`src/rtl/ssi_pkg.sv`:
```
package ssi_pkg;

    localparam int WORD_MAX = 24;
    localparam int IDX_W    = $clog2(WORD_MAX);
    localparam int LEN_W    = $clog2(WORD_MAX + 1);

    typedef logic [WORD_MAX-1:0] word_t;
    typedef logic [LEN_W-1:0]    wlen_t;

    typedef enum logic [1:0] {
        RX_IDLE  = 2'd0,
        RX_ARMED = 2'd1,
        RX_SHIFT = 2'd2
    } rx_state_e;

    typedef struct packed {
        logic  lsb_first;
        logic  rx_bit_sync;
        logic  tx_bit_sync;
        logic  fs_early;
        logic  fs_active_low;
        wlen_t wlen;
    } cfg_t;

    // Word-length code to bit count; unlisted codes select the maximum.
    function automatic wlen_t decode_wlen(input logic [2:0] code);
        case (code)
            3'b000:  return wlen_t'(8);
            3'b001:  return wlen_t'(12);
            3'b010:  return wlen_t'(16);
            default: return wlen_t'(WORD_MAX);
        endcase
    endfunction

    // Whether a sync is active in a slot, before polarity is applied.
    function automatic logic sync_window(input logic bit_sync, input logic early,
                                         input int unsigned slot, input int unsigned wl,
                                         input int unsigned frame);
        if (bit_sync)
            return slot == 0;
        else if (early)
            return (slot == frame - 1) || (slot < wl - 1);
        else
            return slot < wl;
    endfunction

endpackage

```
`src/rtl/ssi_edge_detect.sv`:
```
module ssi_edge_detect #(
    parameter int STAGES = 2
) (
    input  logic clk,
    input  logic rst_n,
    input  logic sclk,
    output logic rise,
    output logic fall
);
    localparam int CHAIN_W = STAGES + 1;

    logic [CHAIN_W-1:0] chain_d, chain_q;

    always_comb begin
        chain_d = {chain_q[CHAIN_W-2:0], sclk};
    end

    always_ff @(posedge clk) begin
        if (!rst_n) chain_q <= '0;
        else        chain_q <= chain_d;
    end

    // chain_q[STAGES-1] is the synchronised level, chain_q[STAGES] its delayed copy.
    assign rise =  chain_q[STAGES-1] & ~chain_q[STAGES];
    assign fall = ~chain_q[STAGES-1] &  chain_q[STAGES];

endmodule

```
`src/rtl/ssi_tx.sv`:
```
module ssi_tx
    import ssi_pkg::*;
#(
    parameter int FRAME_BITS = 32
) (
    input  logic  clk,
    input  logic  rst_n,
    input  logic  bit_rise,
    input  logic  lsb_first,
    input  logic  bit_sync,
    input  logic  fs_early,
    input  wlen_t wlen,
    input  word_t tx_word,
    input  logic  tx_valid,
    output logic  tx_ready,
    output logic  tx_data,
    output logic  fs_raw,
    output logic  tx_underrun
);
    localparam int POS_W = $clog2(FRAME_BITS);
    localparam logic [POS_W-1:0] LAST_SLOT = POS_W'(FRAME_BITS - 1);

    typedef struct packed {
        logic [POS_W-1:0] pos;
        word_t            cur;
        word_t            hold;
        logic             hold_full;
        logic             data;
        logic             fs;
        logic             underrun;
    } tx_state_t;

    tx_state_t        st_d, st_q;
    logic [POS_W-1:0] nxt_pos;
    logic [IDX_W-1:0] idx;
    word_t            word_now;
    logic             accept;

    always_comb begin
        st_d          = st_q;
        st_d.underrun = 1'b0;
        accept        = tx_valid & ~st_q.hold_full;
        nxt_pos       = (st_q.pos == LAST_SLOT) ? '0 : st_q.pos + 1'b1;
        word_now      = st_q.cur;
        idx           = lsb_first ? IDX_W'(nxt_pos)
                                  : IDX_W'(int'(wlen) - 1 - int'(nxt_pos));
        if (bit_rise) begin
            st_d.pos = nxt_pos;
            if (nxt_pos == '0) begin
                if (st_q.hold_full) begin
                    word_now       = st_q.hold;
                    st_d.hold_full = 1'b0;
                end else begin
                    st_d.underrun  = 1'b1;
                end
                st_d.cur = word_now;
            end
            st_d.data = (int'(nxt_pos) < int'(wlen)) ? word_now[idx] : 1'b0;
            st_d.fs   = sync_window(bit_sync, fs_early, int'(nxt_pos), int'(wlen), FRAME_BITS);
        end
        if (accept) begin
            st_d.hold      = tx_word;
            st_d.hold_full = 1'b1;
        end
    end

    always_ff @(posedge clk) begin
        if (!rst_n) begin
            st_q     <= '0;
            st_q.pos <= POS_W'(FRAME_BITS - 2);
        end else begin
            st_q     <= st_d;
        end
    end

    assign tx_ready    = ~st_q.hold_full;
    assign tx_data     = st_q.data;
    assign fs_raw      = st_q.fs;
    assign tx_underrun = st_q.underrun;

endmodule

```
`src/rtl/ssi_rx.sv`:
```
module ssi_rx
    import ssi_pkg::*;
(
    input  logic  clk,
    input  logic  rst_n,
    input  logic  bit_fall,
    input  logic  lsb_first,
    input  logic  bit_sync,
    input  logic  fs_early,
    input  logic  fs_active_low,
    input  wlen_t wlen,
    input  logic  rx_data,
    input  logic  rx_fs,
    output word_t rx_word,
    output logic  rx_valid,
    input  logic  rx_ready,
    output logic  rx_overrun
);
    typedef struct packed {
        rx_state_e state;
        wlen_t     cnt;
        word_t     acc;
        logic      fs_prev;
        word_t     word;
        logic      valid;
        logic      overrun;
    } rx_reg_t;

    rx_reg_t          st_d, st_q;
    logic             fs_on, lead, start, take;
    wlen_t            bit_pos;
    word_t            acc_new;
    logic [IDX_W-1:0] idx;

    always_comb begin
        st_d         = st_q;
        st_d.overrun = 1'b0;
        fs_on        = rx_fs ^ fs_active_low;
        lead         = fs_on & ~st_q.fs_prev;
        start        = 1'b0;
        take         = 1'b0;
        if (st_q.valid && rx_ready) st_d.valid = 1'b0;

        if (bit_fall) begin
            st_d.fs_prev = fs_on;
            case (st_q.state)
                RX_IDLE: begin
                    if (lead) begin
                        if (!bit_sync && fs_early) st_d.state = RX_ARMED;
                        else                        start      = 1'b1;
                    end
                end
                RX_ARMED: start = 1'b1;
                RX_SHIFT: take  = 1'b1;
                default:  st_d.state = RX_IDLE;
            endcase
        end

        bit_pos = start ? '0 : st_q.cnt;
        acc_new = start ? '0 : st_q.acc;
        idx     = lsb_first ? IDX_W'(bit_pos) : IDX_W'(wlen - 1'b1 - bit_pos);
        acc_new[idx] = rx_data;

        if (start || take) begin
            if (bit_pos == wlen - 1'b1) begin
                st_d.word  = acc_new;
                st_d.valid = 1'b1;
                st_d.state = RX_IDLE;
                if (st_q.valid && !rx_ready) st_d.overrun = 1'b1;
            end else begin
                st_d.acc   = acc_new;
                st_d.cnt   = bit_pos + 1'b1;
                st_d.state = RX_SHIFT;
            end
        end
    end

    always_ff @(posedge clk) begin
        if (!rst_n) begin
            st_q       <= '0;
            st_q.state <= RX_IDLE;
        end else begin
            st_q       <= st_d;
        end
    end

    assign rx_word    = st_q.word;
    assign rx_valid   = st_q.valid;
    assign rx_overrun = st_q.overrun;

endmodule

```
`src/rtl/ssi_framer.sv`:
```
module ssi_framer
    import ssi_pkg::*;
#(
    parameter int FRAME_BITS  = 32,
    parameter int SYNC_STAGES = 2
) (
    input  logic                clk,
    input  logic                rst_n,
    input  logic                sclk,
    input  logic                cfg_lsb_first,
    input  logic [1:0]          cfg_fs_len,
    input  logic                cfg_fs_early,
    input  logic                cfg_fs_active_low,
    input  logic [2:0]          cfg_word_len,
    input  logic [WORD_MAX-1:0] tx_word,
    input  logic                tx_valid,
    output logic                tx_ready,
    output logic                tx_data,
    output logic                tx_fs,
    output logic                tx_underrun,
    input  logic                rx_data,
    input  logic                rx_fs,
    output logic [WORD_MAX-1:0] rx_word,
    output logic                rx_valid,
    input  logic                rx_ready,
    output logic                rx_overrun
);
    localparam cfg_t CFG_RESET = '{lsb_first: 1'b0, rx_bit_sync: 1'b0, tx_bit_sync: 1'b0,
                                   fs_early: 1'b0, fs_active_low: 1'b0,
                                   wlen: decode_wlen(3'b000)};

    cfg_t cfg_d, cfg_q;
    logic sclk_rise, sclk_fall;
    logic tx_fs_raw;

    always_comb begin
        cfg_d.lsb_first     = cfg_lsb_first;
        cfg_d.rx_bit_sync   = cfg_fs_len[1];
        cfg_d.tx_bit_sync   = cfg_fs_len[1] ^ cfg_fs_len[0];
        cfg_d.fs_early      = cfg_fs_early;
        cfg_d.fs_active_low = cfg_fs_active_low;
        cfg_d.wlen          = decode_wlen(cfg_word_len);
    end

    always_ff @(posedge clk) begin
        if (!rst_n) cfg_q <= CFG_RESET;
        else        cfg_q <= cfg_d;
    end

    ssi_edge_detect #(.STAGES(SYNC_STAGES)) u_edge (
        .clk   (clk),
        .rst_n (rst_n),
        .sclk  (sclk),
        .rise  (sclk_rise),
        .fall  (sclk_fall)
    );

    ssi_tx #(.FRAME_BITS(FRAME_BITS)) u_tx (
        .clk         (clk),
        .rst_n       (rst_n),
        .bit_rise    (sclk_rise),
        .lsb_first   (cfg_q.lsb_first),
        .bit_sync    (cfg_q.tx_bit_sync),
        .fs_early    (cfg_q.fs_early),
        .wlen        (cfg_q.wlen),
        .tx_word     (tx_word),
        .tx_valid    (tx_valid),
        .tx_ready    (tx_ready),
        .tx_data     (tx_data),
        .fs_raw      (tx_fs_raw),
        .tx_underrun (tx_underrun)
    );

    ssi_rx u_rx (
        .clk           (clk),
        .rst_n         (rst_n),
        .bit_fall      (sclk_fall),
        .lsb_first     (cfg_q.lsb_first),
        .bit_sync      (cfg_q.rx_bit_sync),
        .fs_early      (cfg_q.fs_early),
        .fs_active_low (cfg_q.fs_active_low),
        .wlen          (cfg_q.wlen),
        .rx_data       (rx_data),
        .rx_fs         (rx_fs),
        .rx_word       (rx_word),
        .rx_valid      (rx_valid),
        .rx_ready      (rx_ready),
        .rx_overrun    (rx_overrun)
    );

    assign tx_fs = tx_fs_raw ^ cfg_q.fs_active_low;

endmodule

```
`config.mk`:
```
export PLATFORM = sky130hd
export DESIGN_NAME = ssi_framer
export DESIGN_NICKNAME = d
export VERILOG_FILES = /design/src/rtl/ssi_pkg.sv /design/src/rtl/ssi_edge_detect.sv /design/src/rtl/ssi_tx.sv /design/src/rtl/ssi_rx.sv /design/src/rtl/ssi_framer.sv
export SDC_FILE = /design/constraint.sdc
export NUM_CORES = 1
export LEC_CHECK = 0
export ABC_AREA = 1
export CAP_MARGIN = 20
export CORE_AREA = 2 2 151 94
export DETAILED_ROUTE_END_ITERATION = 16
export DIE_AREA = 0 0 153 96
export GPL_ROUTABILITY_DRIVEN = 0
export GPL_TIMING_DRIVEN = 0
export PLACE_DENSITY = 0.74
export SYNTH_ARGS = -nofsm -noshare
export SYNTH_HDL_FRONTEND = slang
export SYNTH_SLANG_ARGS = --single-unit
```
`constraint.sdc`:
```
create_clock -name clk -period 5.3 [get_ports clk]
set_clock_uncertainty 0.05 [all_clocks]
set_input_delay 1.325 -clock clk [delete_from_list [all_inputs] [get_ports clk]]
set_output_delay 1.325 -clock clk [all_outputs]
set_load 0.01 [all_outputs]
```
Yosys cells after proc, flatten, opt, wreduce, memory -nomap -nowiden
Cells that the tools add are included.
- bits in registers: 128
- bits of input ports: 39
- output and inout port bits: 30
- logic and storage cells: 116
- $add $sub $neg: 7
- magnitude comparators: 6
- equal/unequal tests: 10
- multiplexer cells: 39
- bitwise logic cells: 12
- reductions and logical operators: 21
- operators by type and width (kind ; number):
    $mux W24 ; 4
    $lt A5 B32 Y1 ; 1
    $mux W31 ; 1
    $mux W29 ; 1
    $bwmux W24 ; 1
    $mux W5 ; 4
    $mux W1 ; 16
    $pmux W5 S3 ; 1
    $lt A5 B6 Y1 const B ; 2
    $mux W2 ; 6
    $add A5 B1 Y5 const B ; 2
    $eq A5 B5 Y1 const B ; 2
    $lt A5 B5 Y1 ; 2
    $sub A5 B1 Y5 const B ; 2
    $sub A5 B5 Y5 ; 2
    $ne A3 B1 Y1 const B ; 2
    $reduce_and A2 Y1 ; 3
    $reduce_and A3 Y1 ; 2
    $reduce_bool A2 Y1 ; 3
    $sub A5 B1 Y6 const B ; 1
    $bmux W1 S5 ; 1
    $demux W1 S5 ; 1
    $eq A5 B5 Y1 ; 1
    $ge A5 B1 Y1 const B ; 1
    19 further kinds ; 33

Depth between registers and ports, before layout
- depth after elaboration: 16
- mapped depth: 21
- mapped depth without buffers: 20

By module
From an unflattened synthesis, not the netlist that was laid out.
- cell total of the unflattened synthesis: 1094
- area, all modules: 7442.1 um^2
- modules (own cells, without submodules) (module ; times used ; cells an instance ; area each (um^2)):
    ssi_rx ; 1 ; 556 ; 3698.5
    ssi_tx ; 1 ; 496 ; 3392.0
    ssi_framer ; 1 ; 29 ; 251.5
    ssi_edge_detect ; 1 ; 13 ; 100.1

Worst setup path before layout
Ideal clock, no wire load.
- path kind: input to register
- start: input port rx_fs
- end: register u_rx.st_q[43] in the netlist's numbering
- data arrival time: 3.319 ns
- data required time: 5.141 ns
- path slack: 1.822 ns
- stages on the path: 17
- path through: inv_1 nand2_1 nand2_1 nand3_2 nand2_4 nand2_8 nand2_2 ha_1 o31ai_1 o21ai_4 inv_4 buf_2 nand4_1 nand2_1 nand3_1 nand2_1 inv_1
- word-level cells in the longest chain between the ends: 13
- elaborated cells on any way between the ends: 19
- those cells by class: add/sub: 1; order compare: 2; eq/ne: 1; mux: 9; bitwise: 3; reduce/logical: 3
- ends and longest elaborated chain (element ; line ; source):
    start: declaration ; ssi_framer.sv:22 ; input logic rx_fs,
    $xor A1 B1 Y1 (*) ; ssi_rx.sv:38 ; fs_on = rx_fs ^ fs_active_low;
    $and A1 B1 Y1 (*) ; ssi_rx.sv:39 ; lead = fs_on & ~st_q.fs_prev;
    $mux W1 (*) ; ssi_rx.sv:48 ; if (lead) begin
    $pmux W1 S2 (*) ; ssi_rx.sv:46 ; case (st_q.state)
    $mux W1 (*) ; ssi_rx.sv:44 ; if (bit_fall) begin
    $mux W5 ; ssi_rx.sv:59 ; bit_pos = start ? '0 : st_q.cnt;
    $sub A5 B5 Y5 ; ssi_rx.sv:61 ; idx = lsb_first ? IDX_W'(bit_pos) : IDX_W'(wlen - 1'b1 - bit_pos);
    $mux W5 ; ssi_rx.sv:61 ;
    $lt A5 B6 Y1 (implied by the code) or $ge A5 B1 Y1 (tied branches) ; ssi_rx.sv:62 ; acc_new[idx] = rx_data;
    $logic_and A1 B1 Y1 (implied by the code) ; ssi_rx.sv:62 ;
    $mux W1 (implied by the code) ; ssi_rx.sv:62 ;
    $demux W1 S5 ; - ;
    $bwmux W24 ; ssi_rx.sv:62 ;
    end signal: assignment ; ssi_rx.sv:83 ; st_q <= st_d;
    end: declaration ; ssi_rx.sv:29 ; rx_reg_t st_d, st_q;
Every way passes the cells marked *; elsewhere a longest branch is shown, timed or not.
A chain may end at the register's enable or synchronous reset.

Final worst setup path
- start: input port rx_fs
- end: register u_rx.st_q, in the netlist u_rx.rx_word[22]
Same word-level chain as after synthesis.

==> summary.txt <==
Status - completed
Reg2reg path depth - 18
Vias/cell - 5.401
Crit Reg-Reg Endpoint - u_rx.rx_word[22]$_SDFFE_PN0P_
CP endpoint kind - flop
Critical Path Max Stage Delay - 0.49 ns
Remaining DRCs - 0
Clock latency on the worst-skew pair - 0.43 ns
Grt peak-use layer - met1
Met3 GRT Util - 6.709%
Max Cap Violations - 0
Setup WS post-layout - 1.224 ns
I/O Pins - 69
Setup violators final - 0
RSZ-0062 raised after global routing - false
Hold_buf cts - 0
Post-route ant nets - 0
Routing usage on met2 - 34.90%
Site row count - 33
Initial antenna violation count - 0
Seq cells post-synth - 126
Pin count of the biggest net entering global routing - 17
Initial drt markers - 866
Reg-to-Reg Start - u_rx.st_q[56]$_SDFFE_PN0P_
Fin. Hold Viols - 0
Period utilization - 76.90%
Die height - 96 um
Fin util - 65.03%
Slowest stage cell, crit path - clkdlybuf4s50_1
Layout fillers - 1232
Startpoint Class - input port
Hold WC Path Type - flop to flop
Total setup buffers inserted after CTS - 0
Tot GR Track Use - 27.13%
Die ar. - 14690 um2
Antenna cells - 0
Synth Net Count - 1115
Pwr Density - 294.4 nW/um2
CP Launch Point - rx_fs
H-tree depth - 4
Global-route wire length before repair - 31430 um
Design Power - 2554 uW
Syn Inst Count - 1060
GR Util met1 - 43.64%
Commonest non-fill, non-tap cell in the layout - nand2_1
Routed wire length per instance - 14.66 um
Internal reg-to-reg setup slack - 2.02 ns
Layout cells sized above 1 - 10.87%
CTS tree - yes
Layout area overhead - 20.77%
Netlist cell types - 44
Post-CTS sizing - 0
Worst-path clk slew - 0.06 ns
CTS root buf - clkbuf_16
CTS buffer count - 17
Via count - 7205
Worst Path Required - 5.57 ns
Routed wire length - 19550 um
IO Port Bufs - 67
Placement Setup Slack - 0.8873 ns
WP data arrival - 4.35 ns
CP max FO - 10
Core area - 13340 um2
Number of sinks on the clock net - 126
Synthesized area - 7182 um2
Bufs on Longest Clock Path - 2
Most frequent cells in the layout - nand2_1 (198), nand3_1 (142), inv_1 (129)
Die W - 153 um
Total number of yosys warnings - 0
Seq/Total Area, Yosys - 35.12%
Final setup TNS - 0 ns
WS Path Type - input port to flop
Most used cell, CP - nand2_1
Initial core utilization - 53.85%
Avg Cell Area, Syn - 6.775 um2
Tmin final - 4.076 ns
Critical Path Sink - u_rx.rx_word[22]$_SDFFE_PN0P_
FMAX - 245.4 MHz
Crit path cell chain - clkdlybuf4s50_1 -> inv_1 -> nand2_1 -> nand2_1 -> nand3_2 -> nand2_4 -> nand2_8 -> nand2_2 -> ha_1 -> o31ai_1 -> o21ai_4 -> inv_4 -> buf_2 -> nand4_1 -> nand2_1 -> nand3_1 -> nand2_1 -> inv_1
Post-DP HPWL - 14330 um
Worst slew pin tran - 0.7764 ns
Grt ovf - 0
Lkg Pwr - 0.003897 uW
NumNets Final - 1201
Pre-antenna DRT Iters - 6
Placed Cells incl. Taps - 1302
Peak supply drop - 0.2165 mV
Final Slew Violations - 0
Relative slew slack - 48.06%
Number of global-route vias before repair - 6036
Layout Cells excl Fill - 1334
critical path: cells and delay by family:
kind	cells	cell delay, ns
AND/OR/NAND/NOR	10	1.07
AO/OA/AOI/OAI	2	0.59
buffers and inverters	5	0.97
adder cells (fa/ha/maj)	1	0.36
stage by stage:
stage	hold slack (ns)	cell area, um2
after global routing	0.4013	8673
after CTS	0.3693	8673
after floorplan	0.3405	7182
after global placement	0.3477	8071
final	0.3717	8673
after detailed placement	0.3497	8071
power by group:
part | internal [uW] | leakage [uW] | total (uW) | switching (uW)
Combinational | 124 | 0.00258 | 363 | 239
Sequential | 978 | 0.00103 | 997 | 18.5
Clock | 709 | 0.000290 | 1190 | 485
area by class of cell:
class	instances	area, um2	area share, %
Clock buffer	17	425.4	4.905
Buffer	82	480.5	5.540
Timing Repair Buffer	67	670.6	7.732
Sequential cell	126	2522	29.08
Multi-Input combinational cell	711	3647	42.05
Tap cell	175	219.0	2.525
Clock inverter	15	176.4	2.034
Inverter	141	531.8	6.131
routing by layer:
layer / vias to the layer above / routed length [um]
met1: 3240 / 10170
met3: 29 / 2248
met5: - / 0
met2: 371 / 6917
met4: 0 / 223
li1: 3565 / -
sequential cells by signal (all words and copies together), names as in the netlist:
register / count
u_tx.st_q: 54
u_rx.st_q: 32
u_rx.rx_word: 24
cfg_q: 8
u_edge.chain_q: 3
u_rx.rx_overrun: 1
u_rx.rx_valid: 1
u_tx.fs_raw: 1
u_tx.tx_data: 1
u_tx.tx_underrun: 1
kinds of logic (layout without fill, tap and decap cells):
kind of cell	count (synthesis)	in the layout	synth area share, %
AO/OA/AOI/OAI	162	162	12.96
AND/OR/NAND/NOR	521	521	33.00
buffers and inverters	223	322	14.09
flip-flops	126	126	35.12
XOR/XNOR	12	12	1.934
adder cells (fa/ha/maj)	16	16	2.892
worst min path at each step:
stage / start / end / slack [ns] / cells after the start
4_1_cts: u_edge.chain_q[0]$_SDFF_PN0_ / u_edge.chain_q[1]$_SDFF_PN0_ / 0.37 / 2
6_report: u_edge.chain_q[0]$_SDFF_PN0_ / u_edge.chain_q[1]$_SDFF_PN0_ / 0.37 / 2
2_1_floorplan: u_edge.chain_q[0]$_SDFF_PN0_ / u_edge.chain_q[1]$_SDFF_PN0_ / 0.34 / 2
3_3_place_gp: u_edge.chain_q[0]$_SDFF_PN0_ / u_edge.chain_q[1]$_SDFF_PN0_ / 0.35 / 2
5_1_grt: u_edge.chain_q[0]$_SDFF_PN0_ / u_edge.chain_q[1]$_SDFF_PN0_ / 0.40 / 2
3_5_place_dp: u_edge.chain_q[0]$_SDFF_PN0_ / u_edge.chain_q[1]$_SDFF_PN0_ / 0.35 / 2
synth_stat cells, drive strengths merged:
library cell	instances	area, um2
a211oi	6	45.04
a21oi	72	360.4
a31oi	3	18.77
and2	1	6.260
buf	55	379.1
clkbuf	27	101.4
clkinv	3	11.26
dfxtp	126	2522
fa	1	20.02
ha	15	187.7
inv	138	520.5
nand2	209	855.8
nand3	144	730.7
nand3b	1	7.510
nand4	27	175.2
nor2	132	550.5
nor3	4	25.02
o2111ai	1	8.760
o211ai	2	15.01
o21a	25	187.7
o21ai	50	272.8
o21bai	1	7.510
o31ai	2	15.01
or2	3	18.77
xnor2	4	35.03
xor2	8	103.9
(Power assumes the default switching activity.)
